$ cat config.mk
export PLATFORM = sky130hd
export DESIGN_NAME = lumen_pwm_top
export DESIGN_NICKNAME = d
export VERILOG_FILES = /design/src/rtl/lumen_pwm_pkg.sv /design/src/rtl/lumen_sync.sv /design/src/rtl/lumen_prescaler.sv /design/src/rtl/lumen_sequencer.sv /design/src/rtl/lumen_pwm_top.sv
export SDC_FILE = /design/constraint.sdc
export NUM_CORES = 1
export LEC_CHECK = 0
export BUFFER_PORTS_ARGS = -buffer_cell sky130_fd_sc_hd__buf_4
export CAP_MARGIN = 40
export CELL_PAD_IN_SITES_DETAIL_PLACEMENT = 1
export CELL_PAD_IN_SITES_GLOBAL_PLACEMENT = 1
export CORE_UTILIZATION = 47
export DETAILED_ROUTE_END_ITERATION = 8
export PLACE_DENSITY = 0.88
export SETUP_SLACK_MARGIN = 0.4
export SLEW_MARGIN = 25
export SYNTH_ARGS = -nofsm -noshare
export SYNTH_HDL_FRONTEND = slang
export SYNTH_HIERARCHICAL = 1
export SYNTH_SLANG_ARGS = --single-unit
export TNS_END_PERCENT = 1
$ cat constraint.sdc
create_clock -name clk -period 2.2 [get_ports clk]
set_input_delay 0.11 -clock clk [delete_from_list [all_inputs] [get_ports clk]]
set_output_delay 0.11 -clock clk [all_outputs]
set_load 0.02 [all_outputs]
$ cat src/rtl/lumen_pwm_pkg.sv
package lumen_pwm_pkg;

    localparam int FRAME_UNITS = 4;
    localparam int UNIT_W      = $clog2(FRAME_UNITS);

    typedef logic [1:0] level_code_t;

    typedef enum logic {
        ST_SAMPLE = 1'b0,
        ST_FRAME  = 1'b1
    } seq_state_t;

    typedef struct packed {
        seq_state_t        st;
        level_code_t       code;
        logic [UNIT_W-1:0] unit;
        logic              pwm;
    } seq_regs_t;

    // Number of high units in a frame for a code
    function automatic logic [2:0] on_units(input level_code_t c);
        case (c)
            2'b01:   on_units = 3'd1;
            2'b10:   on_units = 3'd2;
            2'b11:   on_units = 3'd4;
            default: on_units = 3'd0;
        endcase
    endfunction

    // Decision taken whenever the code is (re)sampled
    function automatic seq_regs_t pick_level(input level_code_t c);
        seq_regs_t r;
        r.code = c;
        r.unit = '0;
        case (c)
            2'b00: begin r.st = ST_SAMPLE; r.pwm = 1'b0; end
            2'b11: begin r.st = ST_SAMPLE; r.pwm = 1'b1; end
            default: begin r.st = ST_FRAME; r.pwm = 1'b1; end
        endcase
        return r;
    endfunction

endpackage

$ cat src/rtl/lumen_sync.sv
module lumen_sync #(
    parameter int WIDTH = 2
) (
    input  logic             clk,
    input  logic             rst,
    input  logic [WIDTH-1:0] async_i,
    output logic [WIDTH-1:0] sync_o
);

    logic [WIDTH-1:0] stage1_q;
    logic [WIDTH-1:0] stage2_q;

    for (genvar b = 0; b < WIDTH; b++) begin : g_bit
        always_ff @(posedge clk) begin
            if (rst) begin
                stage1_q[b] <= 1'b0;
                stage2_q[b] <= 1'b0;
            end else begin
                stage1_q[b] <= async_i[b];
                stage2_q[b] <= stage1_q[b];
            end
        end
    end

    assign sync_o = stage2_q;

    // cycles since reset, saturating, to guard the two-deep $past
    logic [1:0] warm_q;
    always_ff @(posedge clk) begin
        if (rst)               warm_q <= '0;
        else if (warm_q != 2'd3) warm_q <= warm_q + 2'd1;
    end

    assert_sync_delay_R9: assert property (@(posedge clk) disable iff (rst)
        (warm_q == 2'd3) |-> (sync_o == $past(async_i, 2)));

endmodule

$ cat src/rtl/lumen_prescaler.sv
module lumen_prescaler #(
    parameter int TICK_CYCLES = 255
) (
    input  logic clk,
    input  logic rst,
    input  logic restart_i,
    output logic tick_o
);

    localparam int CNT_W = (TICK_CYCLES > 1) ? $clog2(TICK_CYCLES) : 1;
    localparam logic [CNT_W-1:0] LAST = CNT_W'(TICK_CYCLES - 1);

    logic [CNT_W-1:0] cnt_q;

    always_ff @(posedge clk) begin
        if (rst || restart_i)   cnt_q <= '0;
        else if (cnt_q == LAST) cnt_q <= '0;
        else                    cnt_q <= cnt_q + 1'b1;
    end

    assign tick_o = (cnt_q == LAST);

    assert_cnt_bound_R6: assert property (@(posedge clk) disable iff (rst)
        cnt_q <= LAST);

    assert_tick_wraps_R6: assert property (@(posedge clk) disable iff (rst)
        (tick_o && !restart_i) |=> (cnt_q == '0));

endmodule

$ cat src/rtl/lumen_sequencer.sv
module lumen_sequencer
    import lumen_pwm_pkg::*;
(
    input  logic        clk,
    input  logic        rst,
    input  level_code_t code_i,
    input  logic        tick_i,
    output logic        restart_o,
    output logic        pwm_o
);

    seq_regs_t cur_q;
    seq_regs_t nxt;
    logic      frame_end;
    logic [2:0] next_unit;

    assign frame_end = (cur_q.st == ST_FRAME) && tick_i
                       && (cur_q.unit == UNIT_W'(FRAME_UNITS - 1));
    assign next_unit = {1'b0, cur_q.unit} + 3'd1;

    always_comb begin
        nxt = cur_q;
        case (cur_q.st)
            ST_SAMPLE: nxt = pick_level(code_i);
            ST_FRAME: begin
                if (frame_end) begin
                    nxt = pick_level(code_i);
                end else if (tick_i) begin
                    nxt.unit = next_unit[UNIT_W-1:0];
                    nxt.pwm  = (next_unit < on_units(cur_q.code));
                end
            end
            default: nxt = pick_level(2'b00);
        endcase
    end

    always_ff @(posedge clk) begin
        if (rst) begin
            cur_q.st   <= ST_SAMPLE;
            cur_q.code <= 2'b00;
            cur_q.unit <= '0;
            cur_q.pwm  <= 1'b0;
        end else begin
            cur_q <= nxt;
        end
    end

    assign restart_o = (cur_q.st == ST_SAMPLE);
    assign pwm_o     = cur_q.pwm;

    assert_stop_low_R2: assert property (@(posedge clk) disable iff (rst)
        (cur_q.st == ST_SAMPLE && code_i == 2'b00) |=> !pwm_o);

    assert_full_high_R5: assert property (@(posedge clk) disable iff (rst)
        (cur_q.st == ST_SAMPLE && code_i == 2'b11) |=> pwm_o);

    assert_hold_code_R7: assert property (@(posedge clk) disable iff (rst)
        (cur_q.st == ST_FRAME && !frame_end) |=> (cur_q.st == ST_FRAME && $stable(cur_q.code)));

    assert_unit_steady_R6: assert property (@(posedge clk) disable iff (rst)
        (cur_q.st == ST_FRAME && !tick_i) |=> ($stable(cur_q.unit) && $stable(pwm_o)));

    assert_last_unit_low_R3: assert property (@(posedge clk) disable iff (rst)
        (cur_q.st == ST_FRAME && cur_q.unit == UNIT_W'(FRAME_UNITS - 1)) |-> !pwm_o);

    assert_frame_code_R4: assert property (@(posedge clk) disable iff (rst)
        (cur_q.st == ST_FRAME) |-> (cur_q.code == 2'b01 || cur_q.code == 2'b10));

endmodule

$ cat src/rtl/lumen_pwm_top.sv
module lumen_pwm_top
    import lumen_pwm_pkg::*;
#(
    parameter int TICK_CYCLES = 255
) (
    input  logic       clk,
    input  logic       rst,
    input  logic [1:0] sense_i,
    output logic       pwm_o
);

    level_code_t code_sync;
    logic        tick;
    logic        restart;

    lumen_sync #(.WIDTH(2)) u_sync (
        .clk     (clk),
        .rst     (rst),
        .async_i (sense_i),
        .sync_o  (code_sync)
    );

    lumen_prescaler #(.TICK_CYCLES(TICK_CYCLES)) u_presc (
        .clk       (clk),
        .rst       (rst),
        .restart_i (restart),
        .tick_o    (tick)
    );

    lumen_sequencer u_seq (
        .clk       (clk),
        .rst       (rst),
        .code_i    (code_sync),
        .tick_i    (tick),
        .restart_o (restart),
        .pwm_o     (pwm_o)
    );

endmodule

==> results of run 1 <==
worst min path at each step:
stage,to,slack [ns],depth (start not counted)
2_1_floorplan,u_seq/pwm_o$_SDFFE_PP0P_,0.18,1
3_3_place_gp,u_sync/stage1_q[1]$_SDFF_PP0_,0.32,2
3_5_place_dp,u_sync/stage1_q[1]$_SDFF_PP0_,0.34,2
4_1_cts,u_sync/stage1_q[1]$_SDFF_PP0_,0.03,2
5_1_grt,u_sync/stage1_q[0]$_SDFF_PP0_,0.02,2
6_report,u_sync/stage1_q[1]$_SDFF_PP0_,0.04,2
per-layer routing:
metal	GRT usage (%)	part of all wire, %	vias up	wire, um
li1	-	-	319	-
met3	6.67	3.9	4	63
met2	34.3	48	12	781
met1	22.3	46	299	743
met5	0	0	-	0
met4	7.50	1.9	0	31
synth_stat cells (all sizes together):
master,count,area share [%]
nand4,1,2.6
o21bai,1,0.92
o211ai,1,0.92
ha,6,9.2
xor2,1,1.1
nand2b,2,1.5
a31oi,1,0.77
o21ai,2,1.2
o32a,1,1.2
a41oi,1,1.1
nor2b,4,3.1
and4bb,1,1.5
mux2i,2,2.5
nand2,5,2.3
nor4,1,0.77
nand3b,2,1.8
o31ai,1,0.92
or4,1,0.92
nand3,3,1.8
and3b,2,2.1
nor2,12,5.5
dfxtp,18,44
xnor2,1,1.1
a21boi,3,3.2
inv,7,3.2
nor3b,1,0.92
a21oi,6,3.7
final cells by class:
cell class / count / area, um^2 / share of cell area (%)
flip-flops and latches: 18 / 360 / 39.8
well taps: 16 / 20.0 / 2.21
multi-input cells: 62 / 433 / 47.8
clock buffers: 4 / 36.3 / 4.01
inverters: 7 / 26.3 / 2.90
repair buffers: 4 / 30.0 / 3.31
metrics by stage:
step | utilization (%) | std cells | power [mW]
2_1_floorplan | - | 87 | 0.367
3_3_place_gp | 55.6 | 107 | 0.379
3_5_place_dp | 55.6 | 107 | 0.382
4_1_cts | 57.9 | 111 | 0.582
5_1_grt | 58.1 | 111 | 0.604
6_report | 58.1 | 111 | 0.574
flip-flops by register name, indices dropped and copies added, names as in the netlist:
name,count
u_seq/cur_q,5
u_seq/pwm_o,1
u_sync/sync_o,2
u_presc/cnt_q,8
u_sync/stage1_q,2
power by group through the flow:
stage                     sequential, mW  combinational (mW)  clock [mW]
after floorplan                    0.347              0.0196           0
after global placement             0.347              0.0319           0
after detailed placement           0.348              0.0347           0
after CTS                          0.340              0.0353       0.207
after global routing               0.342              0.0380       0.225
final                              0.340              0.0353       0.199
worst max-delay path: stages (launching register included):
cell	delay, ns
dfxtp_1	0.42
inv_1	0.07
ha_1	0.24
nand3_1	0.16
nor2_2	0.09
a21boi_2	0.28
o32a_1	0.24
a21oi_1	0.07
cells by family after synthesis:
group / after synthesis / synth area share [%]
xor+xnor: 2 / 2.14
fa+ha+maj: 6 / 9.19
mux: 2 / 2.45
buf+inv: 7 / 3.22
simple gates: 35 / 25.0
compound gates: 17 / 13.9
flops: 18 / 44.1
repair_timing:
action                     4_1_cts  5_1_grt
setup endpoints to repair        0        2
resized for setup                0        1
hold buffers                     0        0
==> impl_metrics.xml, run 1 <==
<?xml version="1.0" encoding="UTF-8"?>
<metrics>
  <group name="run_status">
    <metric name="status" unit="">completed</metric>
  </group>
  <group name="placement">
    <metric name="postPlaceCellArea" unit="um^2">867</metric>
    <metric name="port_buffers" unit="">4</metric>
    <metric name="detailedPlacementHpwl" unit="um">1240</metric>
    <metric name="place_congestion" unit="">0.727</metric>
    <metric name="post_placement_worst_setup_slack" unit="ns">0.514</metric>
  </group>
  <group name="setup_path">
    <metric name="cp.required" unit="ns">2.39</metric>
    <metric name="worstSetupStartpointType" unit="">flip-flop</metric>
    <metric name="worstPathArrival" unit="ns">1.87</metric>
    <metric name="worst-setup-path-type" unit="">flip-flop to flip-flop</metric>
    <metric name="maximum_fanout_encountered_on_the_critical_timing_path" unit="">6</metric>
    <metric name="worstSetupStartpoint" unit="">u_presc/cnt_q[0]$_SDFF_PP0_</metric>
    <metric name="crit_path_end_kind" unit="">flip-flop</metric>
    <metric name="worst_r2r_path_depth" unit="">7</metric>
    <metric name="timing.critical_path.to" unit="">u_seq/pwm_o$_SDFFE_PP0P_</metric>
    <metric name="ff2ff_setup_slack" unit="ns">0.51</metric>
    <metric name="worst_r2r_endpoint" unit="">u_seq/pwm_o$_SDFFE_PP0P_</metric>
    <metric name="crit-reg2reg-launch" unit="">u_presc/cnt_q[0]$_SDFF_PP0_</metric>
  </group>
  <group name="power_and_ir_drop">
    <metric name="power.share.switching" unit="%">21.4</metric>
    <metric name="power.combinational.fraction" unit="%">6.1</metric>
    <metric name="clock_power_share" unit="%">34.6</metric>
    <metric name="p_leak" unit="nW">0.345</metric>
    <metric name="cell_internal_pwr" unit="uW">451</metric>
    <metric name="sequentialPowerShare" unit="%">59.3</metric>
    <metric name="power.density_cell_area" unit="nW/um^2">634</metric>
    <metric name="net_switching_component_of_the_power" unit="uW">123</metric>
    <metric name="vdd.ir_drop.worst" unit="uV">419</metric>
  </group>
  <group name="timing">
    <metric name="grt_setup_unrepaired" unit="">no</metric>
    <metric name="transition_time_at_the_pin_with_the_least_slew_margin" unit="ns">0.588</metric>
    <metric name="holdWs" unit="ns">0.0361</metric>
    <metric name="final_count_of_hold_timing_violations" unit="">0</metric>
    <metric name="drv_slew" unit="">0</metric>
    <metric name="setup_tns" unit="ns">0</metric>
    <metric name="finClkSkew" unit="ns">0.00375</metric>
    <metric name="setup_ws" unit="ns">0.514</metric>
    <metric name="fraction_of_the_cycle_the_final_worst_path_needs" unit="%">76.6</metric>
    <metric name="max_freq" unit="MHz">593</metric>
    <metric name="maxSlewHeadroom" unit="%">60.4</metric>
    <metric name="period_needed" unit="ns">1.69</metric>
    <metric name="report.final.setup_viol" unit="">0</metric>
  </group>
  <group name="detailed_routing">
    <metric name="detailedRoute.firstIterationViolations" unit="">4</metric>
    <metric name="drt_wl_total" unit="um">1620</metric>
    <metric name="drc_errors" unit="">0</metric>
    <metric name="postRouteAntennaNets" unit="">0</metric>
    <metric name="route.detailed.vias_per_inst" unit="">5.71</metric>
    <metric name="routed_wire_length_per_instance" unit="um">14.6</metric>
    <metric name="first_pass_iters" unit="">4</metric>
    <metric name="route.vias.total" unit="">634</metric>
  </group>
  <group name="clocking">
    <metric name="htreeDepth" unit="">1</metric>
    <metric name="max-clock-path-buffers" unit="">2</metric>
    <metric name="cts-buffers-inserted" unit="">3</metric>
    <metric name="postCtsSetupBuffers" unit="">0</metric>
    <metric name="cts_num_sinks" unit="">18</metric>
    <metric name="skew_pair_late_insertion_delay" unit="ns">0.29</metric>
    <metric name="cts_root_buf" unit="">clkbuf_4</metric>
    <metric name="clk_pin_slew_worst_paths" unit="ns">0.10</metric>
    <metric name="tritoncts" unit="">yes</metric>
  </group>
  <group name="floorplan">
    <metric name="initial_utilization" unit="%">52.4</metric>
    <metric name="floorplan.die_area" unit="um^2">1910</metric>
    <metric name="die_y" unit="um">43.7</metric>
    <metric name="core" unit="um^2">1560</metric>
    <metric name="chipWidth" unit="um">43.7</metric>
    <metric name="row_count" unit="">14</metric>
    <metric name="ioPinCount" unit="">5</metric>
  </group>
  <group name="synthesis">
    <metric name="synth.net_count" unit="">97</metric>
    <metric name="post_synth_inst_count" unit="">87</metric>
    <metric name="avgSynthCellArea" unit="um^2">9.39</metric>
    <metric name="synthesis.yosys.warnings" unit="">6</metric>
    <metric name="synth_seq_area_share" unit="%">44.1</metric>
    <metric name="post_synth_num_cell_types" unit="">29</metric>
    <metric name="mappedNetlistArea" unit="um^2">817</metric>
    <metric name="synth.ff_latch_count" unit="">18</metric>
  </group>
  <group name="hold_path">
    <metric name="min_from" unit="">sense_i[1]</metric>
    <metric name="holdCritPathClass" unit="">input pin to flip-flop</metric>
  </group>
  <group name="global_routing">
    <metric name="globalRoute.totalOverflow" unit="">0</metric>
    <metric name="maximum_number_of_pins_on_one_net_before_global_route_repair" unit="">12</metric>
    <metric name="globalRouteTotalUtil" unit="%">19.8</metric>
    <metric name="number_of_global_route_vias_before_repair" unit="">649</metric>
    <metric name="grt_first_pass_wirelength" unit="um">2690</metric>
    <metric name="grt_antenna_before_repair" unit="">0</metric>
  </group>
  <group name="cells_and_area">
    <metric name="n_antenna_cell" unit="">0</metric>
    <metric name="area.growth.synth_to_final" unit="%">10.9</metric>
    <metric name="final_common_cell" unit="">dfxtp_1</metric>
    <metric name="nets" unit="">106</metric>
    <metric name="final.fill_count" unit="">185</metric>
    <metric name="layout-drive-gt1-share" unit="%">11.6</metric>
    <metric name="layout.cell_area.non_filler" unit="um^2">906</metric>
    <metric name="mostFrequentLayoutCells" unit="">dfxtp_1, nor2_1, inv_1</metric>
  </group>
  <group name="flow_run">
    <metric name="maxCapViolCount" unit="">0</metric>
  </group>
</metrics>
(Power assumes the default switching activity.)
==> run 2, diff against run 1 <==
CORE_UTILIZATION = 39   (was 47)
PLACE_DENSITY = 0.79   (was 0.88)
clock period = 1.5 ns   (was 2.2 ns; I/O delays follow)
==> impl_metrics.xml, run 2 (synthesis gave the netlist of run 1 again) <==
<?xml version="1.0" encoding="UTF-8"?>
<metrics>
  <group name="floorplan">
    <metric name="row_count" unit="">16</metric>
    <metric name="ioPinCount" unit="">5</metric>
    <metric name="floorplan.die_area" unit="um^2">2280</metric>
    <metric name="core" unit="um^2">1960</metric>
    <metric name="chipWidth" unit="um">47.8</metric>
    <metric name="initial_utilization" unit="%">41.6</metric>
    <metric name="die_y" unit="um">47.8</metric>
  </group>
  <group name="timing">
    <metric name="transition_time_at_the_pin_with_the_least_slew_margin" unit="ns">0.223</metric>
    <metric name="final_count_of_hold_timing_violations" unit="">0</metric>
    <metric name="fraction_of_the_cycle_the_final_worst_path_needs" unit="%">87.3</metric>
    <metric name="setup_ws" unit="ns">0.191</metric>
    <metric name="finClkSkew" unit="ns">0.00222</metric>
    <metric name="setup_tns" unit="ns">0</metric>
    <metric name="drv_slew" unit="">0</metric>
    <metric name="maxSlewHeadroom" unit="%">85.1</metric>
    <metric name="grt_setup_unrepaired" unit="">yes</metric>
    <metric name="holdWs" unit="ns">0.000623</metric>
    <metric name="report.final.setup_viol" unit="">0</metric>
    <metric name="max_freq" unit="MHz">764</metric>
    <metric name="period_needed" unit="ns">1.31</metric>
  </group>
  <group name="hold_path">
    <metric name="holdPathEnd" unit="">u_seq/pwm_o$_SDFFE_PP0P_</metric>
    <metric name="holdCritPathClass" unit="">input pin to flip-flop</metric>
    <metric name="min_from" unit="">rst</metric>
    <metric name="hold_path_depth" unit="">2</metric>
  </group>
  <group name="clocking">
    <metric name="cts_num_sinks" unit="">18</metric>
    <metric name="tritoncts" unit="">yes</metric>
    <metric name="cts-buffers-inserted" unit="">3</metric>
    <metric name="htreeDepth" unit="">1</metric>
    <metric name="skew_pair_late_insertion_delay" unit="ns">0.30</metric>
    <metric name="clk_pin_slew_worst_paths" unit="ns">0.11</metric>
    <metric name="max-clock-path-buffers" unit="">2</metric>
    <metric name="cts_root_buf" unit="">clkbuf_4</metric>
  </group>
  <group name="run_status">
    <metric name="status" unit="">completed</metric>
  </group>
  <group name="cells_and_area">
    <metric name="layout.cell_area.non_filler" unit="um^2">1040</metric>
    <metric name="largest_register" unit="">u_presc/cnt_q</metric>
    <metric name="utilization" unit="%">52.9</metric>
    <metric name="largest_registers" unit="">u_presc/cnt_q: 8 flops, u_seq/cur_q: 5 flops</metric>
    <metric name="layout-drive-gt1-share" unit="%">23.3</metric>
    <metric name="regArea" unit="um^2">370</metric>
    <metric name="final.fill_count" unit="">253</metric>
    <metric name="area.growth.synth_to_final" unit="%">27.0</metric>
    <metric name="final_common_cell" unit="">dfxtp_1</metric>
    <metric name="flip_flop_count_of_the_largest_register_after_layout" unit="">8</metric>
    <metric name="nets" unit="">114</metric>
    <metric name="multi_input_comb_area" unit="um^2">473</metric>
    <metric name="mostFrequentLayoutCells" unit="">dfxtp_1, nor2_1, buf_4</metric>
    <metric name="n_antenna_cell" unit="">0</metric>
    <metric name="finalNonFillerCells" unit="">130</metric>
  </group>
  <group name="placement">
    <metric name="post_placement_worst_setup_slack" unit="ns">0.134</metric>
    <metric name="place.detailed.instances" unit="">120</metric>
    <metric name="place_congestion" unit="">0.701</metric>
    <metric name="port_buffers" unit="">4</metric>
    <metric name="postPlaceCellArea" unit="um^2">931</metric>
    <metric name="detailedPlacementHpwl" unit="um">1180</metric>
  </group>
  <group name="setup_path">
    <metric name="ff2ff_setup_slack" unit="ns">0.19</metric>
    <metric name="worst_r2r_endpoint" unit="">u_seq/pwm_o$_SDFFE_PP0P_</metric>
    <metric name="maximum_fanout_encountered_on_the_critical_timing_path" unit="">6</metric>
    <metric name="crit-reg2reg-launch" unit="">u_presc/cnt_q[0]$_SDFF_PP0_</metric>
    <metric name="worst-setup-path-type" unit="">flip-flop to flip-flop</metric>
    <metric name="worstSetupStartpointType" unit="">flip-flop</metric>
    <metric name="worstPathArrival" unit="ns">1.56</metric>
    <metric name="crit_path_end_kind" unit="">flip-flop</metric>
    <metric name="worst_r2r_path_depth" unit="">7</metric>
    <metric name="cp.required" unit="ns">1.75</metric>
  </group>
  <group name="detailed_routing">
    <metric name="drt_wl_total" unit="um">1600</metric>
    <metric name="route.detailed.vias_per_inst" unit="">5.06</metric>
    <metric name="first_pass_iters" unit="">2</metric>
    <metric name="routed_wire_length_per_instance" unit="um">12.3</metric>
    <metric name="drc_errors" unit="">0</metric>
    <metric name="detailedRoute.firstIterationViolations" unit="">2</metric>
    <metric name="route.vias.total" unit="">658</metric>
    <metric name="postRouteAntennaNets" unit="">0</metric>
  </group>
  <group name="global_routing">
    <metric name="number_of_global_route_vias_before_repair" unit="">602</metric>
    <metric name="globalRoute.totalOverflow" unit="">0</metric>
    <metric name="grt_antenna_before_repair" unit="">0</metric>
    <metric name="globalRouteTotalUtil" unit="%">17.0</metric>
    <metric name="maximum_number_of_pins_on_one_net_before_global_route_repair" unit="">12</metric>
    <metric name="grt_first_pass_wirelength" unit="um">2590</metric>
  </group>
  <group name="power_and_ir_drop">
    <metric name="power.total" unit="uW">871</metric>
    <metric name="p_leak" unit="nW">0.388</metric>
    <metric name="net_switching_component_of_the_power" unit="uW">201</metric>
    <metric name="sequentialPowerShare" unit="%">56.9</metric>
    <metric name="power.combinational.fraction" unit="%">7.2</metric>
    <metric name="vdd.ir_drop.worst" unit="uV">600</metric>
    <metric name="cell_internal_pwr" unit="uW">670</metric>
    <metric name="power.share.switching" unit="%">23.1</metric>
    <metric name="power.density_cell_area" unit="nW/um^2">840</metric>
    <metric name="clock_power_share" unit="%">35.9</metric>
  </group>
  <group name="flow_run">
    <metric name="maxCapViolCount" unit="">0</metric>
  </group>
</metrics>
-- run 2: layout make-up --
type	count	area share (%)
clock buffers	4	3.50
inverters	7	2.53
multi-input cells	62	45.6
flip-flops and latches	18	35.7
well taps	27	3.26
repair buffers	12	9.41
-- run 2: worst max path at each step --
stage                     depth (start not counted)  slack [ns]                           to                         from
after floorplan                                   7        0.26  u_seq/cur_q[3]$_SDFFE_PP0P_  u_presc/cnt_q[0]$_SDFF_PP0_
after global placement                            7        0.15     u_seq/pwm_o$_SDFFE_PP0P_  u_presc/cnt_q[0]$_SDFF_PP0_
after detailed placement                          5        0.13     u_seq/pwm_o$_SDFFE_PP0P_  u_seq/cur_q[1]$_SDFFE_PP0P_
after CTS                                         7        0.17     u_seq/pwm_o$_SDFFE_PP0P_  u_presc/cnt_q[0]$_SDFF_PP0_
after global routing                              5        0.09     u_seq/pwm_o$_SDFFE_PP0P_  u_presc/cnt_q[4]$_SDFF_PP0_
final                                             7        0.19     u_seq/pwm_o$_SDFFE_PP0P_  u_presc/cnt_q[0]$_SDFF_PP0_
-- run 2: power groups by stage --
stage          logic, mW  registers, mW  clock network (mW)
2_1_floorplan     0.0301          0.510                   0
3_3_place_gp      0.0511          0.510                   0
3_5_place_dp      0.0518          0.511                   0
4_1_cts           0.0631          0.496               0.327
5_1_grt           0.0696          0.498               0.350
6_report          0.0626          0.496               0.313
-- run 2: per-layer routing --
metal | vias up | global-route usage (%) | routed length (um)
li1 | 338 | - | -
met1 | 312 | 20.0 | 772
met2 | 4 | 28.4 | 768
met3 | 4 | 3.40 | 23
met4 | 0 | 10.0 | 33
met5 | - | 0 | 0
-- run 2: what timing repair did --
action | 4_1_cts | 5_1_grt
endpoints found under the setup margin | 12 | 16
hold endpoints to repair | 6 | 0
pin swaps | 5 | 1
setup buffers | 3 | 0
resized for setup | 6 | 0
hold buffers | 3 | 0
cloned | 0 | 0
-- run 2: critical path, cell delays in order, from the launching register on --
cell and delay, ns:
dfxtp_4 0.36, inv_2 0.06, ha_4 0.14, nand3_4 0.07
nor2_4 0.18, and4bb_1 0.23, o211ai_1 0.09, a21oi_1 0.12
==> run 3, diff against run 2 <==
CORE_ASPECT_RATIO = 1.25   (was default)
CORE_UTILIZATION = 47   (was 39)
PLACE_DENSITY = 0.88   (was 0.79)
clock period = 1.6 ns   (was 1.5 ns; I/O delays follow)
==> impl_metrics.xml, run 3 (synthesis gave the netlist of run 1 again) <==
<?xml version="1.0" encoding="UTF-8"?>
<metrics>
  <group name="floorplan">
    <metric name="floorplan.die_area" unit="um^2">1910</metric>
    <metric name="row_count" unit="">16</metric>
    <metric name="die_y" unit="um">48.6</metric>
    <metric name="initial_utilization" unit="%">51.0</metric>
    <metric name="chipWidth" unit="um">39.3</metric>
    <metric name="core" unit="um^2">1600</metric>
    <metric name="ioPinCount" unit="">5</metric>
  </group>
  <group name="cells_and_area">
    <metric name="finalNonFillerCells" unit="">120</metric>
    <metric name="mostFrequentLayoutCells" unit="">dfxtp_1, nor2_1, buf_4</metric>
    <metric name="flip_flop_count_of_the_largest_register_after_layout" unit="">8</metric>
    <metric name="largest_register" unit="">u_presc/cnt_q</metric>
    <metric name="area.growth.synth_to_final" unit="%">25.4</metric>
    <metric name="final_common_cell" unit="">dfxtp_1</metric>
    <metric name="nets" unit="">113</metric>
    <metric name="layout-drive-gt1-share" unit="%">23.5</metric>
    <metric name="n_antenna_cell" unit="">0</metric>
    <metric name="layout.cell_area.non_filler" unit="um^2">1020</metric>
    <metric name="largest_registers" unit="">u_presc/cnt_q: 8 flops, u_seq/cur_q: 5 flops</metric>
  </group>
  <group name="power_and_ir_drop">
    <metric name="power.combinational.fraction" unit="%">7.8</metric>
    <metric name="power.density_cell_area" unit="nW/um^2">800</metric>
    <metric name="power.share.switching" unit="%">23.0</metric>
    <metric name="sequentialPowerShare" unit="%">56.8</metric>
    <metric name="cell_internal_pwr" unit="uW">631</metric>
    <metric name="net_switching_component_of_the_power" unit="uW">188</metric>
    <metric name="p_leak" unit="nW">0.379</metric>
    <metric name="vdd.ir_drop.worst" unit="uV">546</metric>
    <metric name="clock_power_share" unit="%">35.3</metric>
  </group>
  <group name="setup_path">
    <metric name="cp.required" unit="ns">1.85</metric>
    <metric name="critical_path.slowest_cell" unit="">dfxtp_4</metric>
    <metric name="crit_path_end_kind" unit="">flip-flop</metric>
    <metric name="critPathBufInv" unit="">1</metric>
    <metric name="worst-setup-path-type" unit="">flip-flop to flip-flop</metric>
    <metric name="worstSetupStartpointType" unit="">flip-flop</metric>
    <metric name="maximum_fanout_encountered_on_the_critical_timing_path" unit="">6</metric>
    <metric name="path_delay_family" unit="">simple AND/OR/NAND/NOR gates</metric>
    <metric name="worstPathArrival" unit="ns">1.57</metric>
    <metric name="timing.critical_path.slowest_cell_delay" unit="ns">0.36</metric>
    <metric name="ordered_list_of_cells_on_the_worst_path" unit="">inv_2, ha_4, nand3_4, nor2_4, and4bb_1, o211ai_1, a21oi_1</metric>
  </group>
  <group name="global_routing">
    <metric name="number_of_global_route_vias_before_repair" unit="">738</metric>
    <metric name="globalRoute.totalOverflow" unit="">0</metric>
    <metric name="grt_first_pass_wirelength" unit="um">3160</metric>
    <metric name="globalRouteTotalUtil" unit="%">24.4</metric>
    <metric name="maximum_number_of_pins_on_one_net_before_global_route_repair" unit="">12</metric>
    <metric name="grt_antenna_before_repair" unit="">0</metric>
  </group>
  <group name="detailed_routing">
    <metric name="first_pass_iters" unit="">4</metric>
    <metric name="route.vias.total" unit="">658</metric>
    <metric name="postRouteAntennaNets" unit="">0</metric>
    <metric name="drt_wl_total" unit="um">1930</metric>
    <metric name="routed_wire_length_per_instance" unit="um">16.1</metric>
    <metric name="route.detailed.vias_per_inst" unit="">5.48</metric>
    <metric name="drc_errors" unit="">0</metric>
    <metric name="detailedRoute.firstIterationViolations" unit="">10</metric>
  </group>
  <group name="timing">
    <metric name="transition_time_at_the_pin_with_the_least_slew_margin" unit="ns">0.328</metric>
    <metric name="drv_slew" unit="">0</metric>
    <metric name="report.final.setup_viol" unit="">0</metric>
    <metric name="period_needed" unit="ns">1.32</metric>
    <metric name="fraction_of_the_cycle_the_final_worst_path_needs" unit="%">82.7</metric>
    <metric name="setup_tns" unit="ns">0</metric>
    <metric name="grt_setup_unrepaired" unit="">yes</metric>
    <metric name="maxSlewHeadroom" unit="%">78.0</metric>
    <metric name="max_freq" unit="MHz">756</metric>
    <metric name="finClkSkew" unit="ns">0.00186</metric>
    <metric name="final_count_of_hold_timing_violations" unit="">0</metric>
  </group>
  <group name="run_status">
    <metric name="status" unit="">completed</metric>
  </group>
  <group name="flow_run">
    <metric name="maxCapViolCount" unit="">0</metric>
  </group>
  <group name="hold_path">
    <metric name="holdCritPathClass" unit="">flip-flop to flip-flop</metric>
  </group>
  <group name="clocking">
    <metric name="skew_pair_late_insertion_delay" unit="ns">0.31</metric>
    <metric name="tritoncts" unit="">yes</metric>
    <metric name="clk_pin_slew_worst_paths" unit="ns">0.10</metric>
    <metric name="cts_num_sinks" unit="">18</metric>
    <metric name="cts_root_buf" unit="">clkbuf_4</metric>
    <metric name="max-clock-path-buffers" unit="">2</metric>
    <metric name="htreeDepth" unit="">1</metric>
    <metric name="cts-buffers-inserted" unit="">3</metric>
  </group>
  <group name="placement">
    <metric name="postPlaceCellArea" unit="um^2">905</metric>
    <metric name="port_buffers" unit="">4</metric>
    <metric name="detailedPlacementHpwl" unit="um">1230</metric>
    <metric name="place.detailed.instances" unit="">109</metric>
    <metric name="place_congestion" unit="">0.829</metric>
  </group>
</metrics>
[run 3: changes by cell type in the layout (fill, tap and decap cells not counted)]
cell / previous run / this run
dfxtp_1: 14 / 13
buf_4: 9 / 7
ha_1: 4 / 3
dfxtp_2: 2 / 3
ha_2: 1 / 2
o21ai_1: 0 / 1
dlygate4sd3_1: 3 / 4
o21ai_0: 2 / 1
[run 3: worst paths after layout]
kind                                 start                           to  slack (ns)  cells past startpoint
max reg2reg    u_presc/cnt_q[0]$_SDFF_PP0_     u_seq/pwm_o$_SDFFE_PP0P_        0.28                      7
min reg2reg  u_sync/stage1_q[1]$_SDFF_PP0_  u_sync/sync_o[1]$_SDFF_PP0_        0.47                      1
min          u_sync/stage1_q[1]$_SDFF_PP0_  u_sync/sync_o[1]$_SDFF_PP0_        0.47                      1
max            u_presc/cnt_q[0]$_SDFF_PP0_     u_seq/pwm_o$_SDFFE_PP0P_        0.28                      7
[run 3: cell type report]
| class | count | area (um^2) |
|---|---|---|
| tap | 18 | 22.5 |
| fill | 175 | 577 |
| inverter | 7 | 26.3 |
| sequential | 18 | 372 |
| multi-input combinational | 62 | 475 |
| timing repair buffer | 11 | 92.6 |
| clock buffer | 4 | 36.3 |
[run 3: metal layers]
metal	vias up	global-route usage [%]	part of all wire (%)
li1	337	-	-
met1	313	26.0	43
met2	5	42.2	54
met3	3	6.88	2.1
met4	0	10.3	1.5
met5	-	0	0
[run 3: power groups by stage]
| stage | combinational (mW) | sequential [mW] | clock, mW |
|---|---|---|---|
| after floorplan | 0.0283 | 0.478 | 0 |
| after global placement | 0.0451 | 0.478 | 0 |
| after detailed placement | 0.0470 | 0.479 | 0 |
| after CTS | 0.0624 | 0.465 | 0.297 |
| after global routing | 0.0698 | 0.467 | 0.315 |
| final | 0.0643 | 0.466 | 0.290 |
[run 3: metrics by stage]
step | power, mW | worst slack (ns) | hold slack, ns | util [%]
after floorplan | 0.506 | 0.356 | 0.149 | -
after global placement | 0.523 | 0.259 | 0.291 | 56.5
after detailed placement | 0.526 | 0.239 | 0.297 | 56.5
after CTS | 0.825 | 0.278 | 0.454 | 64.0
after global routing | 0.852 | 0.226 | 0.475 | 64.0
final | 0.819 | 0.277 | 0.470 | 64.0
[run 3: repair_timing]
action                                  CTS  global route
resized for setup                         8             1
pin swaps                                 7             1
endpoints found under the setup margin   11            14
setup buffers                             3             0
endpoints found under the hold margin     3             0
hold buffers                              4             0
